<file path="config.mk">
export PLATFORM = sky130hd
export DESIGN_NAME = vbl_gen
export DESIGN_NICKNAME = d
export VERILOG_FILES = /design/src/rtl/vbl_pkg.sv /design/src/rtl/vbl_offsets.sv /design/src/rtl/vbl_stretch.sv /design/src/rtl/vbl_gen.sv
export SDC_FILE = /design/constraint.sdc
export NUM_CORES = 1
export LEC_CHECK = 0
export BUFFER_PORTS_ARGS = -buffer_cell sky130_fd_sc_hd__buf_4
export CAP_MARGIN = 10
export CORE_MARGIN = 5
export CORE_UTILIZATION = 57
export CTS_CLUSTER_SIZE = 12
export DETAILED_ROUTE_END_ITERATION = 12
export PLACE_DENSITY = 0.84
export SLEW_MARGIN = 20
export SYNTH_ARGS = -nofsm -noshare
export SYNTH_HDL_FRONTEND = slang
export SYNTH_SLANG_ARGS = --single-unit
</file>
<file path="constraint.sdc">
create_clock -name clk -period 4.64 [get_ports clk]
set_input_delay 0.232 -clock clk [delete_from_list [all_inputs] [get_ports clk]]
set_output_delay 0.232 -clock clk [all_outputs]
set_load 0.02 [all_outputs]
</file>
<file path="src/rtl/vbl_pkg.sv">
package vbl_pkg;

    typedef enum logic {
        VB_FIXED = 1'b0,
        VB_SCAN  = 1'b1
    } vb_mode_e;

endpackage

</file>
<file path="src/rtl/vbl_offsets.sv">
// Combinational placement math: pulse length and edge lines for both modes.
module vbl_offsets #(
    parameter int LINE_W      = 10,
    parameter int VBT_W       = 8,
    parameter int DEF_LINES   = 21,
    parameter int MIN_LINES   = 16,
    parameter int MAX_LINES   = 127,
    parameter int GUARD_LINES = 4,
    localparam int CNT_W      = $clog2(MAX_LINES + 1),
    localparam int EXT_W      = VBT_W - 1
) (
    input  logic              bsel_en,
    input  logic [VBT_W-1:0]  blank_len,
    input  logic              odd,
    input  logic [LINE_W-1:0] field_len,
    input  logic [LINE_W-1:0] scan_start,
    input  logic [LINE_W-1:0] scan_end,
    output logic [CNT_W-1:0]  fix_len,
    output logic [LINE_W-1:0] fix_set,
    output logic [LINE_W-1:0] scan_set,
    output logic [LINE_W-1:0] scan_clr
);
    logic [CNT_W-1:0] fix_off;
    logic [EXT_W-1:0] ext;
    logic [EXT_W:0]   half_dn;
    logic [EXT_W:0]   half_up;
    logic [EXT_W:0]   lead;
    logic [EXT_W:0]   trail;

    // length clamp or default
    always_comb begin
        if (!bsel_en)
            fix_len = CNT_W'(DEF_LINES);
        else if (blank_len < VBT_W'(MIN_LINES))
            fix_len = CNT_W'(MIN_LINES);
        else if (blank_len > VBT_W'(MAX_LINES))
            fix_len = CNT_W'(MAX_LINES);
        else
            fix_len = blank_len[CNT_W-1:0];
    end

    // centring around a notional default-length flyback
    always_comb begin
        if (fix_len <= CNT_W'(DEF_LINES))
            fix_off = '0;
        else if (odd)
            fix_off = (fix_len - CNT_W'(DEF_LINES)) >> 1;
        else
            fix_off = (fix_len - CNT_W'(DEF_LINES - 1)) >> 1;
        fix_set = field_len - LINE_W'(1) - LINE_W'(fix_off);
    end

    // scan window widening, split by parity
    always_comb begin
        ext     = blank_len[EXT_W-1:0];
        half_dn = {1'b0, ext} >> 1;
        half_up = ({1'b0, ext} + (EXT_W+1)'(1)) >> 1;
        if (!bsel_en) begin
            lead  = (EXT_W+1)'(GUARD_LINES);
            trail = (EXT_W+1)'(GUARD_LINES);
        end else begin
            lead  = odd ? half_up : half_dn;
            trail = odd ? half_dn : half_up;
        end
        scan_set = scan_end - LINE_W'(lead);
        scan_clr = scan_start + LINE_W'(trail);
    end

endmodule

</file>
<file path="src/rtl/vbl_stretch.sv">
// Trailing-edge stretch for the extended blanking output.
module vbl_stretch #(
    parameter int STRETCH = 6,
    localparam int TW     = $clog2(STRETCH + 1)
) (
    input  logic clk,
    input  logic rst_n,
    input  logic line_tick,
    input  logic ext_en,
    input  logic main_d,
    output logic ext_q
);
    typedef struct packed {
        logic          ext;
        logic [TW-1:0] tail;
    } st_t;

    st_t s_d, s_q;

    always_comb begin
        s_d = s_q;
        if (line_tick) begin
            if (main_d) begin
                s_d.tail = TW'(STRETCH);
                s_d.ext  = 1'b1;
            end else begin
                s_d.ext = ext_en && (s_q.tail != '0);
                if (s_q.tail != '0)
                    s_d.tail = s_q.tail - TW'(1);
            end
        end
    end

    always_ff @(posedge clk or negedge rst_n) begin
        if (!rst_n)
            s_q <= '0;
        else
            s_q <= s_d;
    end

    assign ext_q = s_q.ext;

endmodule

</file>
<file path="src/rtl/vbl_gen.sv">
module vbl_gen
    import vbl_pkg::*;
#(
    parameter int LINE_W      = 10,
    parameter int VBT_W       = 8,
    parameter int DEF_LINES   = 21,
    parameter int MIN_LINES   = 16,
    parameter int MAX_LINES   = 127,
    parameter int GUARD_LINES = 4,
    parameter int STRETCH     = 6,
    localparam int CNT_W      = $clog2(MAX_LINES + 1)
) (
    input  logic              clk,
    input  logic              rst_n,
    input  logic              line_tick,
    input  logic              vsync_evt,
    input  logic              field_odd,
    input  logic [LINE_W-1:0] line_num,
    input  logic [LINE_W-1:0] field_len,
    input  logic [LINE_W-1:0] scan_start,
    input  logic [LINE_W-1:0] scan_end,
    input  logic              mode_scan,
    input  logic              bsel_en,
    input  logic [VBT_W-1:0]  blank_len,
    input  logic              ext_en,
    output logic              vblank,
    output logic              vblank_ext
);
    typedef struct packed {
        logic             par;
        logic             blank;
        logic [CNT_W-1:0] cnt;
    } st_t;

    st_t s_d, s_q;

    logic              par_eff;
    logic [CNT_W-1:0]  fix_len;
    logic [LINE_W-1:0] fix_set;
    logic [LINE_W-1:0] scan_set;
    logic [LINE_W-1:0] scan_clr;
    vb_mode_e          mode;

    // new parity is visible on the vsync line itself, then held
    assign par_eff = vsync_evt ? field_odd : s_q.par;
    assign mode    = vb_mode_e'(mode_scan);

    vbl_offsets #(
        .LINE_W(LINE_W), .VBT_W(VBT_W), .DEF_LINES(DEF_LINES),
        .MIN_LINES(MIN_LINES), .MAX_LINES(MAX_LINES), .GUARD_LINES(GUARD_LINES)
    ) u_off (
        .bsel_en   (bsel_en),
        .blank_len (blank_len),
        .odd       (par_eff),
        .field_len (field_len),
        .scan_start(scan_start),
        .scan_end  (scan_end),
        .fix_len   (fix_len),
        .fix_set   (fix_set),
        .scan_set  (scan_set),
        .scan_clr  (scan_clr)
    );

    always_comb begin
        s_d = s_q;
        if (line_tick) begin
            if (vsync_evt)
                s_d.par = field_odd;
            if (mode == VB_FIXED) begin
                if (s_q.blank) begin
                    if (s_q.cnt == '0)
                        s_d.blank = 1'b0;
                    else
                        s_d.cnt = s_q.cnt - CNT_W'(1);
                end else if (line_num == fix_set) begin
                    s_d.blank = 1'b1;
                    s_d.cnt   = fix_len - CNT_W'(1);
                end
            end else begin
                if (line_num == scan_set)
                    s_d.blank = 1'b1;
                else if (line_num == scan_clr)
                    s_d.blank = 1'b0;
            end
        end
    end

    always_ff @(posedge clk or negedge rst_n) begin
        if (!rst_n)
            s_q <= '0;
        else
            s_q <= s_d;
    end

    vbl_stretch #(.STRETCH(STRETCH)) u_str (
        .clk      (clk),
        .rst_n    (rst_n),
        .line_tick(line_tick),
        .ext_en   (ext_en),
        .main_d   (s_d.blank),
        .ext_q    (vblank_ext)
    );

    assign vblank = s_q.blank;

endmodule

</file>
# After elaboration in Yosys (flattened, before gate mapping)
# Index checks and enable logic that the tools add are counted.
# W data, S select, Z words.
[word_totals] register_bits=13 inputBits=56 output_inout_bits=2 word_cells=51
[classes] add_sub_neg=10 n_lt_le_gt_ge=3 n_eq_ne=4 mux=21 n_bitwise=1 reduce_logical=7
[op_table] operator="$mux W7" n=8
[op_table] operator="$mux W8" n=5
[op_table] operator="$eq A10 B10 Y1" n=3
[op_table] operator="$sub A7 B1 Y7 const B" n=2
[op_table] operator="$sub A7 B5 Y7 const B" n=2
[op_table] operator="$add A10 B8 Y10" n=1
[op_table] operator="$sub A10 B1 Y10 const B" n=1
[op_table] operator="$sub A10 B7 Y10" n=1
[op_table] operator="$sub A10 B8 Y10" n=1
[op_table] operator="$add A7 B1 Y8 const B" n=1
[op_table] operator="$gt A8 B7 Y1 const B" n=1
[op_table] operator="$lt A8 B5 Y1 const B" n=1
[op_table] operator="$le A7 B5 Y1 const B" n=1
[op_table] operator="$logic_not A7 Y1" n=1
[op_table] operator="$mux W6" n=1
[op_table] operator="$mux W1" n=5
[op_table] operator="$mux W4" n=1
[op_table] operator="$reduce_and A4 Y1" n=1
[op_table] operator="$reduce_bool A2 Y1" n=2
[op_table] operator="$mux W3" n=1
[op_table] operator="$reduce_bool A3 Y1" n=1
[op_table] operator="$sub A3 B1 Y3 const B" n=1
[op_table] operator="$ne A2 B2 Y1 const B" n=1
[op_table] operator="$reduce_and A2 Y1" n=1
[op_table] operator="other kinds (2)" n=2

# Logic depth before layout (Yosys ltp)
# Gate-level depths: netlist (run 1).
[depth] word_depth=15 ltp_mapped=22 ltp_nobuf=19

# Hierarchy
# Synthesis (run 1) repeated with hierarchy kept, for this count alone.
[unflattened] cells_unflattened=394 area_unflattened_um2=2974.1
[modules_own_cells] module="vbl_offsets" instances=1 cells_per_inst=245 area_each_um2=1677.9 seq_area_each_um2=0.0
[modules_own_cells] module="vbl_gen" instances=1 cells_per_inst=130 area_each_um2=1079.8 seq_area_each_um2=225.2
[modules_own_cells] module="vbl_stretch" instances=1 cells_per_inst=19 area_each_um2=216.5 seq_area_each_um2=100.1

# Least setup slack after synthesis (run 1)
# OpenSTA, ideal clock, no wires.
[synth_path] kind="input to register" startpoint="in blank_len[5]" endpoint="reg s_q[2] (netlist bit)" setup_ns=0.124 arrival_ns=4.237 required_time_ns=4.516 slack_ns=0.279 stages=20 n_path_buf=2 cell_sequence="clkbuf_1 or4_1 o211ai_1 ha_1 inv_1 o21ai_0 nand2_1 o21ai_0 a21oi_1 mux2i_1 ha_1 or3_4 a211o_1 a31oi_1 xnor2_1 a2111o_1 a21oi_4 buf_6 mux2i_1 o21ai_1"
[synth_between] elab_chain_len=11 elab_cells_between_ends=17 cone_classes="add/sub: 4; order compare: 3; eq/ne: 1; mux: 7; reduce/logical: 2"
[synth_lines] item="from (decl)" line="vbl_gen.sv:24" source="input logic [VBT_W-1:0] blank_len,"
[synth_lines] item="$gt A8 B7 Y1" line="vbl_offsets.sv:36" source="else if (blank_len > VBT_W'(MAX_LINES))"
[synth_lines] item="$mux W7" line="vbl_offsets.sv:36"
[synth_lines] item="$mux W7 (*)" line="vbl_offsets.sv:34" source="else if (blank_len < VBT_W'(MIN_LINES))"
[synth_lines] item="$mux W7 (*)" line="vbl_offsets.sv:32" source="if (!bsel_en)"
[synth_lines] item="$sub A7 B5 Y7, on equally long branches" line="vbl_offsets.sv:49, vbl_offsets.sv:47"
[synth_lines] item="$mux W6" line="vbl_offsets.sv:46" source="else if (odd)"
[synth_lines] item="$mux W7" line="vbl_offsets.sv:44" source="if (fix_len <= CNT_W'(DEF_LINES))"
[synth_lines] item="$sub A10 B7 Y10" line="vbl_offsets.sv:50" source="fix_set = field_len - LINE_W'(1) - LINE_W'(fix_off);"
[synth_lines] item="$eq A10 B10 Y1" line="vbl_gen.sv:75" source="end else if (line_num == fix_set) begin"
[synth_lines] item="$reduce_bool A2 Y1 (no source line)"
[synth_lines] item="$reduce_and A4 Y1 (no source line)"
[synth_lines] item="to (signal assigned)" line="vbl_gen.sv:90" source="s_q <= '0;"
[synth_lines] item="to (signal assigned)" line="vbl_gen.sv:92" source="s_q <= s_d;"
[synth_lines] item="to (decl)" line="vbl_gen.sv:35" source="st_t s_d, s_q;"
# Mark *: on every way between the ends. The rest lies on a longest branch, timed or not. The select of a mux whose other input is x is not followed.
# A chain may end at the register's enable or synchronous reset.

# Worst setup path in the final report (run 1)
[layout_path] startpoint="in blank_len[7]" endpoint="reg s_q[5] (netlist bit)"
# Same word-level chain as after synthesis.

==> metrics.yaml, run 1 <==
job:
  max-cap-violations: 0
synthesis:
  yosysMostFrequentCell: "xnor2_1"
  ys_seq_area_share_pct: 11.9
  synth_area_sq_um: 2740
  synth-seq-cells: 13
  netlist_instances: 369
  yosysTopAreaCell: "ha_1"
  yosys-top-cells-area: "ha_1 (13%), xnor2_1 (13%), dfrtp_1 (12%)"
  ys_top_cells_by_count: "xnor2_1 (40), nand2_1 (38), ha_1 (29), nor2_1 (25), o21ai_0 (21)"
  syn_area_per_cell_sq_um: 7.42
  synth_edf_count: 0
  ys_types: 55
  synth.net_count: 457
  synth_ff_type: "dfrtp_1"
  async_reset_ff_share_pct: 100
  yosysTopAreaCellShare_pct: 13.3
  synth_warnings: 0
worst_setup_path:
  r2r_start: "s_q[8]$_DFFE_PN0P_"
  critPathLaunchType: "primary input"
  end_kind: "flop"
  arrival_ns: 4.48
  critical_path_peak_fanout: 13
  r2r-end: "u_str.s_q[0]$_DFFE_PN0P_"
  required_ns: 4.80
  reg2reg_depth: 14
  path_class: "primary input to flop"
  r2r_slack_ns: 0.76
cts:
  cts_buffers: 3
  clk_path_buf_depth: 2
  clk_pin_slew_ns: 0.05
  clock-sinks: 13
  cts.htree.levels: 1
  root_buffer: "clkbuf_8"
  cts_tree: "built"
  clk_latency_ns: 0.24
min_path:
  min_path_cells: 2
  hold_class: "primary input to flop"
  worstHoldEndpoint: "s_q[8]$_DFFE_PN0P_"
  hp-start: "line_tick"
detailed_routing:
  drc_errors: 0
  routedWlPerCell_um: 15.4
  dr.pass1.iters: 4
  antenna_left: 0
  first_iter_violations: 90
  routed_via_density: 6.06
  drt-total-wl_um: 7400
  vias: 2920
floorplanning:
  row_count: 25
  die_x_um: 79.3
  start_util_pct: 58.3
  die_y_um: 79.3
  die_area_sq_um: 6290
  core_sq_um: 4690
  io_pins: 58
global_routing:
  grt_overflow: 0
  grt_antenna_before_repair: 0
  grt_max_degree: 24
  track_usage_pct: 24.2
  grt_pass1_vias: 2859
  grt_first_pass_wirelength_um: 12500
timing:
  fin_crit_ns: 4.32
  final.period_utilization_pct: 93.1
  worstMarginPinSlew_ns: 0.641
  maxSlewViolCount: 0
  fin_worst_skew_ns: 0.00128
  setup_viol: 0
  rsz0062_at_grt: "no"
  max_slew_margin_pct: 57.0
  final_hold_viol_count: 0
  holdWs_ns: 0.266
  max_freq_mhz: 231
  tns_ns: 0
place:
  portBuffers: 57
  place.gp.congestion: 0.882
  hpwlAfterDp_um: 6130
layout:
  area_delta_synth_final_pct: 21.2
  drive_gt1_share_pct: 18.0
  num_antenna_cells: 0
  nets: 517
  fillers: 413
power:
  ir_drop_mv: 0.129
  p_leak_nw: 1.42
  powerDensity_nw_per_um2: 247
outcome:
  status: "completed"
power breakdown:
part           internal (mW)  total, mW  switching (mW)
Clock                 0.0607      0.102          0.0408
Sequential             0.154      0.186          0.0327
Combinational          0.245      0.530           0.285
Total                  0.460      0.818           0.359
per-stage QoR:
stage / total power [mW] / setup slack, ns / instances / util, % / cell area, sq um
after detailed placement: 0.704 / 0.00745 / 474 / 68.8 / 3230
final: 0.818 / 0.320 / 482 / 70.7 / 3320
after CTS: 0.813 / 0.266 / 479 / 70.0 / 3280
after global routing: 0.896 / 0.0228 / 482 / 70.7 / 3320
after global placement: 0.684 / 0.135 / 474 / 68.8 / 3230
after floorplan: 0.554 / 0.279 / 369 / - / 2740
layer usage:
metal	global-route usage (%)	up-vias	part of all wire, %
met5	0	-	0
met4	7.39	0	2.3
met3	3.17	18	5.9
met2	44.9	84	50
met1	28.7	1364	42
li1	-	1454	-
worst max path at each step:
stage	start	endpoint	slack [ns]
global placement	blank_len[7]	u_str.s_q[0]$_DFFE_PN0P_	0.13
finish	blank_len[7]	s_q[5]$_DFFE_PN0P_	0.32
floorplan	blank_len[5]	s_q[2]$_DFFE_PN0P_	0.28
CTS	blank_len[7]	s_q[5]$_DFFE_PN0P_	0.27
detailed placement	blank_len[7]	s_q[5]$_DFFE_PN0P_	0.007
global route	blank_len[7]	s_q[5]$_DFFE_PN0P_	0.02
area by class of cell:
class	instances	area, sq um	area share, %
tap	54	67.6	2.04
inverter	18	67.6	2.04
clock buffer	4	45.0	1.36
multi-input combinational	325	2300	69.3
timing repair buffer	68	513	15.5
sequential	13	325	9.81
cells by family (layout without fill, tap and decap cells):
logic type | count (synthesis) | in the layout | synth area share [%]
DFF | 13 | 13 | 11.9
adders and majority gates | 32 | 32 | 15.4
and+or+nand+nor | 136 | 136 | 25.0
muxes | 5 | 5 | 1.87
buffers and inverters | 31 | 90 | 4.52
xor gates and xnor gates | 55 | 55 | 17.6
AOI/OAI and AO/OA | 97 | 97 | 23.7
flip-flops by register name (all words and copies together), names as in the netlist:
name and cells:
s_q 8, u_str.ext_q 1, u_str.s_q 3, vblank 1
critical path: stages:
cell	delay [ns]
buf_4	0.15
or4_1	0.57
o211ai_1	0.23
ha_1	0.24
nand2_1	0.06
nand3_1	0.10
nand3_1	0.20
o211ai_1	0.16
ha_1	0.22
fa_1	0.45
xnor2_1	0.17
nand3_1	0.11
nor4_2	0.26
nand3_1	0.11
a2111o_1	0.49
a2111oi_1	0.47
o21ai_0	0.14
o211ai_1	0.11
placed cells by master (no fill, tap or decap), drive strengths merged, types with 3 or more instances in the layout:
cell type	netlist	final
o2111ai	3	3
fa	3	3
a211oi	5	5
a21oi	18	18
a31oi	4	4
nand3	19	19
a21o	3	3
nor3	9	9
nor2	25	25
inv	17	17
nor4	6	6
ha	29	29
o22ai	4	4
xnor2	40	40
and2	6	6
o211ai	5	5
clkbuf	12	4
a21boi	7	7
or3	9	9
mux2i	4	4
nand2	38	38
dfrtp	13	13
nor2b	3	3
or4	3	3
buf	1	67
xor2	15	15
o21ai	24	24
and3	7	7
o2bb2ai	3	3
o21a	6	6
timing repair:
action | in CTS | in global routing
setup endpoints to repair | 0 | 7
endpoints found under the hold margin | 13 | 0
buffers inserted | 0 | 3
hold buffers | 1 | 0
gates resized for setup | 0 | 3
Note: power is estimated with default switching activity, not from simulation.
==> run 2: changes to the inputs <==
- PLACE_DENSITY: 0.84 -> 0.83
- SYNTH_HIERARCHICAL: unset -> 1
==> run 2 against run 1 <==
- final area up 11%
- clock power up 4%
- critical path depth up 5
- maximum frequency down 2.2%
- area after synthesis up 8.6%
- sequential share of layout area down 0.95 points
- cell count up 10%
- routed wire length up 8.7%
- die area up 7.5%
- non-clock buffer count up 6
- setup slack worse by 0.098 ns
==> metrics.yaml, run 2 <==
place:
  hpwlAfterDp_um: 6600
  place.gp.congestion: 0.895
  portBuffers: 57
  pre_cts_slack_ns: -0.256
cts:
  clock-sinks: 13
  root_buffer: "clkbuf_8"
  clk_latency_ns: 0.25
  cts_buffers: 3
  clk_pin_slew_ns: 0.07
  cts_tree: "built"
  clk_path_buf_depth: 2
  cts.htree.levels: 1
global_routing:
  grt_pass1_vias: 2916
  grt_max_degree: 20
  grt_antenna_before_repair: 0
  grt_first_pass_wirelength_um: 13200
  grt_overflow: 0
  track_usage_pct: 24.7
floorplanning:
  start_util_pct: 58.6
  die_y_um: 82.2
  die_x_um: 82.2
  die_area_sq_um: 6760
  row_count: 26
  core_sq_um: 5070
  io_pins: 58
layout:
  num_antenna_cells: 0
  fillers: 435
  area_delta_synth_final_pct: 23.5
  mostFrequentLayoutCell: "buf_4"
  largest_register_ffs: 8
  reg_top3: "s_q (8), u_str/s_q (3)"
  final_cell_mix: "buf_4 (73), xnor2_1 (50), nand2_1 (34), inv_1 (33)"
  largest-register: "s_q"
  multi_input_area_sq_um: 2530
  drive_gt1_share_pct: 22.8
  final_util_pct: 72.4
  seqCellArea_sq_um: 325
  nets: 550
timing:
  worst_slack_ns: 0.222
  tns_ns: 0
  fin_worst_skew_ns: 0.0107
  maxSlewViolCount: 0
  max_slew_margin_pct: 60.5
  final_hold_viol_count: 0
  holdWs_ns: 0.272
  final.period_utilization_pct: 95.2
  setup_viol: 0
  max_freq_mhz: 226
  worstMarginPinSlew_ns: 0.593
  fin_crit_ns: 4.42
synthesis:
  ys_types: 65
  async_reset_ff_share_pct: 100
  synth_area_sq_um: 2970
  yosysTopAreaCellShare_pct: 14.7
  synth_edf_count: 0
  ys_top_cells_by_count: "xnor2_1 (50), nand2_1 (35), inv_1 (33), ha_1 (30), nor2_1 (30)"
  yosysMostFrequentCell: "xnor2_1"
  yosysTopAreaCell: "xnor2_1"
  synth_warnings: 6
  ys_seq_area_share_pct: 10.9
  synth.net_count: 483
  yosys-top-cells-area: "xnor2_1 (15%), ha_1 (13%), dfrtp_1 (11%)"
  synth-seq-cells: 13
  netlist_instances: 394
  syn_area_per_cell_sq_um: 7.55
  synth_ff_type: "dfrtp_1"
min_path:
  hold_class: "primary input to flop"
worst_setup_path:
  required_ns: 4.79
  arrival_ns: 4.56
  cpLargestDelayFamily: "simple AND/OR/NAND/NOR gates"
  path_cells: "buf_4, or3_4, a21o_1, nand2_2, ha_1, nand2_1, o31a_1, a22o_1, nand2_1, ha_2, inv_1, fa_1, nor2b_1, o21ai_1, a21oi_2, nor3b_2, xor2_1, xnor2_1, nand4_1, buf_4, or3_1, or4_1, o211a_1"
  end_kind: "flop"
  critPathMaxStageDelay_ns: 0.49
  path_class: "primary input to flop"
  critPathBufInv: 3
  slowest_stage: "or4_1"
  critical_path_peak_fanout: 5
  critPathLaunchType: "primary input"
detailed_routing:
  drt-total-wl_um: 8050
  antenna_left: 0
  drc_errors: 0
  routedWlPerCell_um: 15.2
  routed_via_density: 5.74
  dr.pass1.iters: 4
  first_iter_violations: 229
  vias: 3040
power:
  powerDensity_nw_per_um2: 190
  p_leak_nw: 1.65
  ir_drop_mv: 0.159
  power.total_uw: 698
outcome:
  status: "completed"
job:
  max-cap-violations: 0
[run 2: cell count changes after synthesis, sizes merged, moves of 4 or more]
cell / change
mux2: +4
nor2b: +6
nor2: +5
or3: -4
a21boi: -6
o22ai: -4
nand2b: +8
nand3: -7
buf: +9
nand4: +9
xnor2: +10
clkbuf: -10
inv: +17
[run 2: final timing paths]
kind | from | slack, ns | depth (start not counted) | to
min reg2reg | s_q[8]$_DFFE_PN0P_ | 0.50 | 1 | s_q[8]$_DFFE_PN0P_
max reg2reg | s_q[8]$_DFFE_PN0P_ | 0.33 | 18 | u_str/s_q[1]$_DFFE_PN0P_
max in group asynchronous | rst_n | 4.11 | 2 | u_str/s_q[1]$_DFFE_PN0P_
max | blank_len[6] | 0.22 | 23 | s_q[4]$_DFFE_PN0P_
min in group asynchronous | rst_n | 0.36 | 2 | s_q[4]$_DFFE_PN0P_
min | line_tick | 0.27 | 2 | u_str/ext_q$_DFFE_PN0P_
[run 2: through the flow]
step	std cells	cell area (sq um)
after detailed placement	524	3530
after global routing	530	3670
after floorplan	394	2970
final	530	3670
after CTS	529	3590
after global placement	524	3530
[run 2: what timing repair did]
| action | 4_1_cts | 5_1_grt |
|---|---|---|
| endpoints found under the setup margin | 1 | 9 |
| endpoints found under the hold margin | 13 | 0 |
| gates resized for setup | 1 | 17 |
| hold buffers | 1 | 0 |
| pin swaps | 0 | 10 |
| setup buffers | 0 | 1 |
[run 2: final cells by class]
class                      instances  share of cell area (%)
clock buffer                       4                    1.23
sequential                        13                    8.86
timing repair buffer              74                    15.2
inverter                          34                    3.48
tap                               70                    2.39
multi-input combinational        335                    68.9
[run 2: cell families after synthesis]
logic type	after synthesis	share of synthesized area (%)
xor gates and xnor gates	65	19.1
adders and majority gates	33	14.6
AOI/OAI and AO/OA	81	19.3
buffers and inverters	46	6.69
DFF	13	10.9
muxes	9	3.24
and+or+nand+nor	147	26.1
[run 2: routing by layer]
metal,global-route usage (%),routed length [um]
met1,33.9,3650
met2,41.5,3660
met3,3.15,595
met4,4.49,145
met5,0,0
[run 2: worst register-to-register path, delay by kind of cell, from the launching register on]
kind	cells	cell delay (ns)
AO/OA/AOI/OAI	5	0.80
XOR/XNOR	2	0.26
adder cells (fa/ha/maj)	1	0.32
flip-flops	1	0.37
multiplexers	1	0.42
AND/OR/NAND/NOR	9	2.00
[run 2: report_power, final]
part	switching, mW	leakage (nW)	total (mW)	internal [mW]
clock network	0.0455	0.0228	0.106	0.0608
registers	0.0119	0.149	0.144	0.132
logic	0.227	1.48	0.448	0.221
total	0.285	1.65	0.698	0.413
